<file path="src/rtl/spim_pkg.sv">
package spim_pkg;

    typedef enum logic [0:0] {
        ST_IDLE = 1'b0,
        ST_XFER = 1'b1
    } spim_state_e;

    typedef enum logic [0:0] {
        SRC_HALF_CORE = 1'b0,
        SRC_EXTERNAL  = 1'b1
    } spim_src_e;

endpackage

</file>
<file path="src/rtl/spim_srcclk.sv">
module spim_srcclk
    import spim_pkg::*;
(
    input  logic clk,
    input  logic rst_n,
    input  logic sel,
    input  logic ext_clk,
    output logic src_rise,
    output logic src_fall
);

    typedef struct packed {
        logic half;
        logic sync1;
        logic sync2;
        logic prev;
    } src_regs_t;

    src_regs_t r_q, r_d;
    logic      level;

    always_comb begin
        r_d       = r_q;
        r_d.half  = ~r_q.half;
        r_d.sync1 = ext_clk;
        r_d.sync2 = r_q.sync1;
        level     = (spim_src_e'(sel) == SRC_EXTERNAL) ? r_q.sync2 : r_q.half;
        r_d.prev  = level;
        src_rise  = level & ~r_q.prev;
        src_fall  = ~level & r_q.prev;
    end

    always_ff @(posedge clk or negedge rst_n) begin
        if (!rst_n) begin
            r_q <= '0;
        end else begin
            r_q <= r_d;
        end
    end

endmodule

</file>
<file path="src/rtl/spim_bitclk.sv">
module spim_bitclk #(
    parameter int DIV_W = 8
) (
    input  logic             clk,
    input  logic             rst_n,
    input  logic             run,
    input  logic             allow_rise,
    input  logic [DIV_W-1:0] div,
    input  logic             src_rise,
    input  logic             src_fall,
    output logic             sclk,
    output logic             rise_evt,
    output logic             fall_evt
);

    localparam int CW = DIV_W + 1;

    typedef struct packed {
        logic          sclk;
        logic          first;
        logic [CW-1:0] cnt;
    } bc_regs_t;

    bc_regs_t      r_q, r_d;
    logic [CW-1:0] div_ext;
    logic [CW-1:0] hi_len;
    logic [CW-1:0] lo_len;
    logic [CW-1:0] cnt_inc;
    logic          div_zero;

    always_comb begin
        div_ext  = {1'b0, div};
        div_zero = (div == '0);
        if (div_zero) begin
            hi_len = '0;
            lo_len = CW'(1);
        end else if (div[0]) begin
            hi_len = (div_ext + CW'(1)) >> 1;
            lo_len = (div_ext + CW'(1)) >> 1;
        end else begin
            hi_len = (div_ext >> 1) + CW'(1);
            lo_len = div_ext >> 1;
        end
    end

    always_comb begin
        r_d      = r_q;
        rise_evt = 1'b0;
        fall_evt = 1'b0;
        cnt_inc  = r_q.cnt + CW'(1);
        if (!run) begin
            r_d.sclk  = 1'b0;
            r_d.first = 1'b1;
            r_d.cnt   = '0;
        end else if (!r_q.sclk) begin
            if (src_rise && allow_rise) begin
                if (r_q.first || cnt_inc == lo_len) begin
                    rise_evt  = 1'b1;
                    r_d.sclk  = 1'b1;
                    r_d.first = 1'b0;
                    r_d.cnt   = '0;
                end else begin
                    r_d.cnt = cnt_inc;
                end
            end
        end else if (div_zero) begin
            if (src_fall) begin
                fall_evt = 1'b1;
                r_d.sclk = 1'b0;
                r_d.cnt  = '0;
            end
        end else if (src_rise) begin
            if (cnt_inc == hi_len) begin
                fall_evt = 1'b1;
                r_d.sclk = 1'b0;
                r_d.cnt  = '0;
            end else begin
                r_d.cnt = cnt_inc;
            end
        end
    end

    always_ff @(posedge clk or negedge rst_n) begin
        if (!rst_n) begin
            r_q <= '{sclk: 1'b0, first: 1'b1, cnt: '0};
        end else begin
            r_q <= r_d;
        end
    end

    assign sclk = r_q.sclk;

    // a serial clock rising edge only ever follows a divider-input rising edge
    a_r1_rise_on_source: assert property (@(posedge clk) disable iff (!rst_n)
        $rose(r_q.sclk) |-> $past(src_rise));

    // with the frame released the clock stays low
    a_r10_stop_low: assert property (@(posedge clk) disable iff (!rst_n)
        !run |=> !r_q.sclk);

endmodule

</file>
<file path="src/rtl/spim_shift.sv">
module spim_shift #(
    parameter int WORD_W = 16
) (
    input  logic              clk,
    input  logic              rst_n,
    input  logic              load,
    input  logic [WORD_W-1:0] load_word,
    input  logic              shift,
    input  logic              sample,
    input  logic              miso,
    output logic              mosi_bit,
    output logic [WORD_W-1:0] rx_bits
);

    typedef struct packed {
        logic [WORD_W-1:0] tx;
        logic [WORD_W-1:0] rx;
    } sh_regs_t;

    sh_regs_t r_q, r_d;

    always_comb begin
        r_d = r_q;
        if (load) begin
            r_d.tx = load_word;
        end else if (shift) begin
            r_d.tx = {r_q.tx[WORD_W-2:0], 1'b0};
        end
        if (sample) begin
            r_d.rx = {r_q.rx[WORD_W-2:0], miso};
        end
    end

    always_ff @(posedge clk or negedge rst_n) begin
        if (!rst_n) begin
            r_q <= '0;
        end else begin
            r_q <= r_d;
        end
    end

    assign mosi_bit = r_q.tx[WORD_W-1];
    assign rx_bits  = r_q.rx;

endmodule

</file>
<file path="src/rtl/spim_master.sv">
module spim_master
    import spim_pkg::*;
#(
    parameter int WORD_W = 16,
    parameter int DIV_W  = 8
) (
    input  logic              clk,
    input  logic              rst_n,
    input  logic              clk_sel,
    input  logic              ext_clk,
    input  logic [DIV_W-1:0]  div,
    input  logic              start,
    input  logic [WORD_W-1:0] tx_word,
    output logic [WORD_W-1:0] rx_word,
    output logic              done,
    output logic              busy,
    output logic              sclk,
    output logic              ss_n,
    output logic              mosi_o,
    output logic              mosi_oe,
    input  logic              miso
);

    localparam int CNT_W = $clog2(WORD_W + 1);

    typedef struct packed {
        spim_state_e       state;
        logic [CNT_W-1:0]  left;
        logic [DIV_W-1:0]  div;
        logic [WORD_W-1:0] rx;
        logic              done;
    } ctl_regs_t;

    ctl_regs_t         r_q, r_d;
    logic              src_rise, src_fall;
    logic              rise_evt, fall_evt;
    logic              load, shift, run, allow_rise;
    logic              mosi_bit;
    logic [WORD_W-1:0] rx_bits;

    spim_srcclk u_src (
        .clk      (clk),
        .rst_n    (rst_n),
        .sel      (clk_sel),
        .ext_clk  (ext_clk),
        .src_rise (src_rise),
        .src_fall (src_fall)
    );

    spim_bitclk #(.DIV_W(DIV_W)) u_bitclk (
        .clk        (clk),
        .rst_n      (rst_n),
        .run        (run),
        .allow_rise (allow_rise),
        .div        (r_q.div),
        .src_rise   (src_rise),
        .src_fall   (src_fall),
        .sclk       (sclk),
        .rise_evt   (rise_evt),
        .fall_evt   (fall_evt)
    );

    spim_shift #(.WORD_W(WORD_W)) u_shift (
        .clk       (clk),
        .rst_n     (rst_n),
        .load      (load),
        .load_word (tx_word),
        .shift     (shift),
        .sample    (rise_evt),
        .miso      (miso),
        .mosi_bit  (mosi_bit),
        .rx_bits   (rx_bits)
    );

    always_comb begin
        r_d        = r_q;
        r_d.done   = 1'b0;
        load       = 1'b0;
        run        = (r_q.state == ST_XFER);
        allow_rise = (r_q.left != '0);
        shift      = fall_evt && (r_q.left != '0);
        case (r_q.state)
            ST_IDLE: begin
                if (start) begin
                    load      = 1'b1;
                    r_d.state = ST_XFER;
                    r_d.left  = CNT_W'(WORD_W);
                    r_d.div   = div;
                end
            end
            default: begin
                if (rise_evt) begin
                    r_d.left = r_q.left - CNT_W'(1);
                end
                if (fall_evt && r_q.left == '0) begin
                    r_d.state = ST_IDLE;
                    r_d.done  = 1'b1;
                    r_d.rx    = rx_bits;
                end
            end
        endcase
    end

    always_ff @(posedge clk or negedge rst_n) begin
        if (!rst_n) begin
            r_q <= '{state: ST_IDLE, left: '0, div: '0, rx: '0, done: 1'b0};
        end else begin
            r_q <= r_d;
        end
    end

    assign busy    = (r_q.state == ST_XFER);
    assign ss_n    = (r_q.state == ST_IDLE);
    assign mosi_oe = (r_q.state == ST_XFER);
    assign mosi_o  = mosi_oe ? mosi_bit : 1'b0;
    assign done    = r_q.done;
    assign rx_word = r_q.rx;

    // no clock activity outside a frame
    a_r10_sclk_idle: assert property (@(posedge clk) disable iff (!rst_n)
        ss_n |-> !sclk);

    // the first rising clock edge comes after select has gone low
    a_r6_select_lead: assert property (@(posedge clk) disable iff (!rst_n)
        $rose(sclk) |-> $past(!ss_n));

    // the most significant transmit bit is on the line when select falls
    a_r7_msb_first: assert property (@(posedge clk) disable iff (!rst_n)
        $fell(ss_n) |-> mosi_o == $past(tx_word[WORD_W-1]));

    // completion strobe lasts a single cycle
    a_r11_done_pulse: assert property (@(posedge clk) disable iff (!rst_n)
        done |=> !done);

    // completion only ends a frame that was busy
    a_r12_done_after_busy: assert property (@(posedge clk) disable iff (!rst_n)
        done |-> $past(busy) && !busy);

endmodule

</file>
<file path="config.mk">
export PLATFORM = sky130hd
export DESIGN_NAME = spim_master
export DESIGN_NICKNAME = d
export VERILOG_FILES = /design/src/rtl/spim_pkg.sv /design/src/rtl/spim_srcclk.sv /design/src/rtl/spim_bitclk.sv /design/src/rtl/spim_shift.sv /design/src/rtl/spim_master.sv
export SDC_FILE = /design/constraint.sdc
export NUM_CORES = 1
export LEC_CHECK = 0
export CORE_MARGIN = 2
export CORE_UTILIZATION = 45
export DETAILED_ROUTE_END_ITERATION = 8
export DONT_BUFFER_PORTS = 1
export PLACE_DENSITY = 0.7
export REMOVE_ABC_BUFFERS = 1
export SYNTH_ARGS = -nofsm -noshare
export SYNTH_HDL_FRONTEND = slang
export SYNTH_SLANG_ARGS = --single-unit
</file>
<file path="constraint.sdc">
create_clock -name clk -period 3.6 [get_ports clk]
set_input_delay 0.54 -clock clk [delete_from_list [all_inputs] [get_ports clk]]
set_output_delay 0.54 -clock clk [all_outputs]
set_load 0.1 [all_outputs]
</file>
==> impl_metrics.toml <==
[clocking]
cts.clk_slew.worst_paths_ns = 0.09
cts-htree-levels = 3
numCtsBuffers = 9
clock_latency_ns = 0.35
cts_tree = "yes"
clock_sinks = 78
cts_buffer_depth = 2
cts-root-buf = "clkbuf_8"
postCtsSetupBuffers = 0

[timing]
finalHoldViolCount = 0
worstMarginPinSlew_ns = 0.943
timing.final.ws_setup_ns = 0.327
rsz0062_at_grt = "no"
maxSlewHeadroom_pct = 37.1
fin_hold_ws_ns = 0.0572
skew_ns = 0.00747
max_clock_freq_ghz = 0.306
setup_viol = 0
maxSlewViolCount = 0
fin_crit_sh_pct = 90.9
min_period_ns = 3.27

[cells_and_area]
n_antenna_cell = 0
final_cell_mix = "75 x dfrtp_1, 29 x mux2_2, 28 x nor2_1, 28 x nand2_1, 24 x a21oi_1"
nFillCells = 847
fin_cells = 530
mostFrequentLayoutCell = "dfrtp_1"
design_area_sq_um = 4560
multi_input_area_sq_um = 2040
layout.nets = 432
drive_gt1_share_pct = 20.0
synthToLayoutAreaGrowth_pct = 6.52
seq_area_sq_um = 1960

[placement]
place_ws_ns = 0.222
placement.io_buffers = 0
gp_congestion = 0.892
dp_cells = 512
dp_hpwl_microns = 5730
placed_area_sq_um = 4320

[die]
coreArea_sq_um = 9240
start_util_pct = 46.3
dieArea_sq_um = 10300
die_width_microns = 102
rows = 35
ioPinCount = 52
die_h_microns = 102

[detailed_routing]
routedWlPerCell_microns = 15.5
vias_per_cell = 5.53
drt.antenna.violating_nets = 0
drc = 0
drt_iter0_drc = 202
first_pass_iters = 4
vias = 2932
routed_wl_microns = 8220

[setup_path]
path_class = "reg2reg"
arrival_ns = 3.52
start_kind = "register"
crit_required_ns = 3.84
worstPathMaxFanout = 17
end_kind = "register"

[worst_hold_path]
hold_path.class = "in2async"

[global_routing]
grt.overflow.total = 0
antenna_found_initial = 0
grt_usage_pct = 16.9
first_global_vias = 2770
grt_pass1_wl_microns = 13700
grt_max_degree = 78

[outcome]
outcome = "finished clean"

[power_and_ir_drop]
finalPower_uw = 3320
peakVddDrop_mv = 0.298
power_density_nw_per_um2 = 729
p_leak_uw = 0.00203

[synth]
syn_area_sq_um = 4280
yosysWarnings = 0
ys_seq_area_share_pct = 45.6
async_reset_ff_share_pct = 100
synthCells = 409
synth_cell_type_count = 56
yosys_register_bits = 78
yosys_most_used_dff = "dfrtp_1"
synth_edf_count = 0
syn_avg_cell_area_sq_um = 10.5

[run]
maxCapViolCount = 0
metal layers:
metal  global-route usage (%)  part of all wire (%)
met5                        0                     0
met4                     6.65                   1.7
met3                     4.49                   4.5
met2                     26.2                    47
met1                     22.7                    47
cells by family after synthesis:
logic type,synth area share (%)
multiplexers,16.0
adder cells (fa/ha/maj),1.75
buffers and inverters,6.87
AND/OR/NAND/NOR,15.7
AO/OA/AOI/OAI,10.6
XOR/XNOR,3.48
flip-flops,45.6
final cells by class:
class | instances | area share, %
multi-input cells | 280 | 44.7
flip-flops and latches | 78 | 42.9
well taps | 129 | 3.54
repair buffers | 14 | 3.35
clock buffers | 9 | 2.72
clock inverters | 7 | 1.76
inverters | 13 | 1.07
report_power, final:
group          switching, uW  internal, uW  total (uW)
combinational            729           543        1270
sequential               284          1080        1370
clock                    350           331         681
total                   1360          1960        3320
final timing paths:
kind	from	end	slack, ns	cells past startpoint
setup / recovery	r_q[20]	rx_word[12]	0.33	9
hold / removal	rst_n	u_shift.r_q[23]	0.06	1
setup reg to reg	r_q[20]	rx_word[12]	0.33	9
hold reg to reg	u_src.r_d[1]	u_src.r_q[1]	0.36	0
max in group asynchronous	rst_n	u_bitclk.r_q[9]	2.94	1
min in group clk	ext_clk	u_src.r_d[1]	0.21	0
registers in the layout (all words and copies together) (netlist names), 3 cells and up:
name             count
rx_word             16
u_shift.rx_bits     16
u_shift.r_q         15
r_q                 13
u_bitclk.r_q        10
u_src.r_q            3
critical path, cell delays in order (launching register included):
cell	delay, ns
dfrtp_1	0.50
nor4_4	0.42
and3_1	0.34
o211ai_1	0.13
a2111o_1	0.46
a2111oi_2	0.35
nor2_1	0.16
nor3_4	0.25
buf_12	0.20
mux2_2	0.35
repair_timing:
| action | CTS | global route |
|---|---|---|
| setup endpoints to repair | 0 | 4 |
| resized for setup | 0 | 1 |
| hold buffers | 2 | 0 |
| endpoints found under the hold margin | 77 | 0 |
per-stage QoR:
| step | setup TNS (ns) | utilization (%) |
|---|---|---|
| floorplan | -34.69 | - |
| global placement | 0 | 46.7 |
| detailed placement | 0 | 46.7 |
| CTS | 0 | 49.3 |
| global route | 0 | 49.3 |
| finish | 0 | 49.3 |
synth_stat cells (all sizes together), types with 3 or more instances:
cell type  instances  area (sq um)
nand4              4          25.0
dfrtp             77          1930
nand2             28           105
mux2              40           484
buf               29           209
a211oi             3          22.5
mux2i             20           200
inv               13          48.8
and2               3          18.8
o21ai             17          85.1
xor2               7          61.3
nor3b              5          37.5
nor2b              4          25.0
o21a               3          22.5
nor2              28           105
a21oi             24           120
clkbuf             9          36.3
and3               5          31.3
or2                4          25.0
or3                3          18.8
xnor2             10          87.6
ha                 6          75.1
nand2b             4          25.0
nand3             14          70.1
o211ai             6          45.0
nor4               5          46.3
nor3              11          66.3
(Power assumes the default switching activity.)
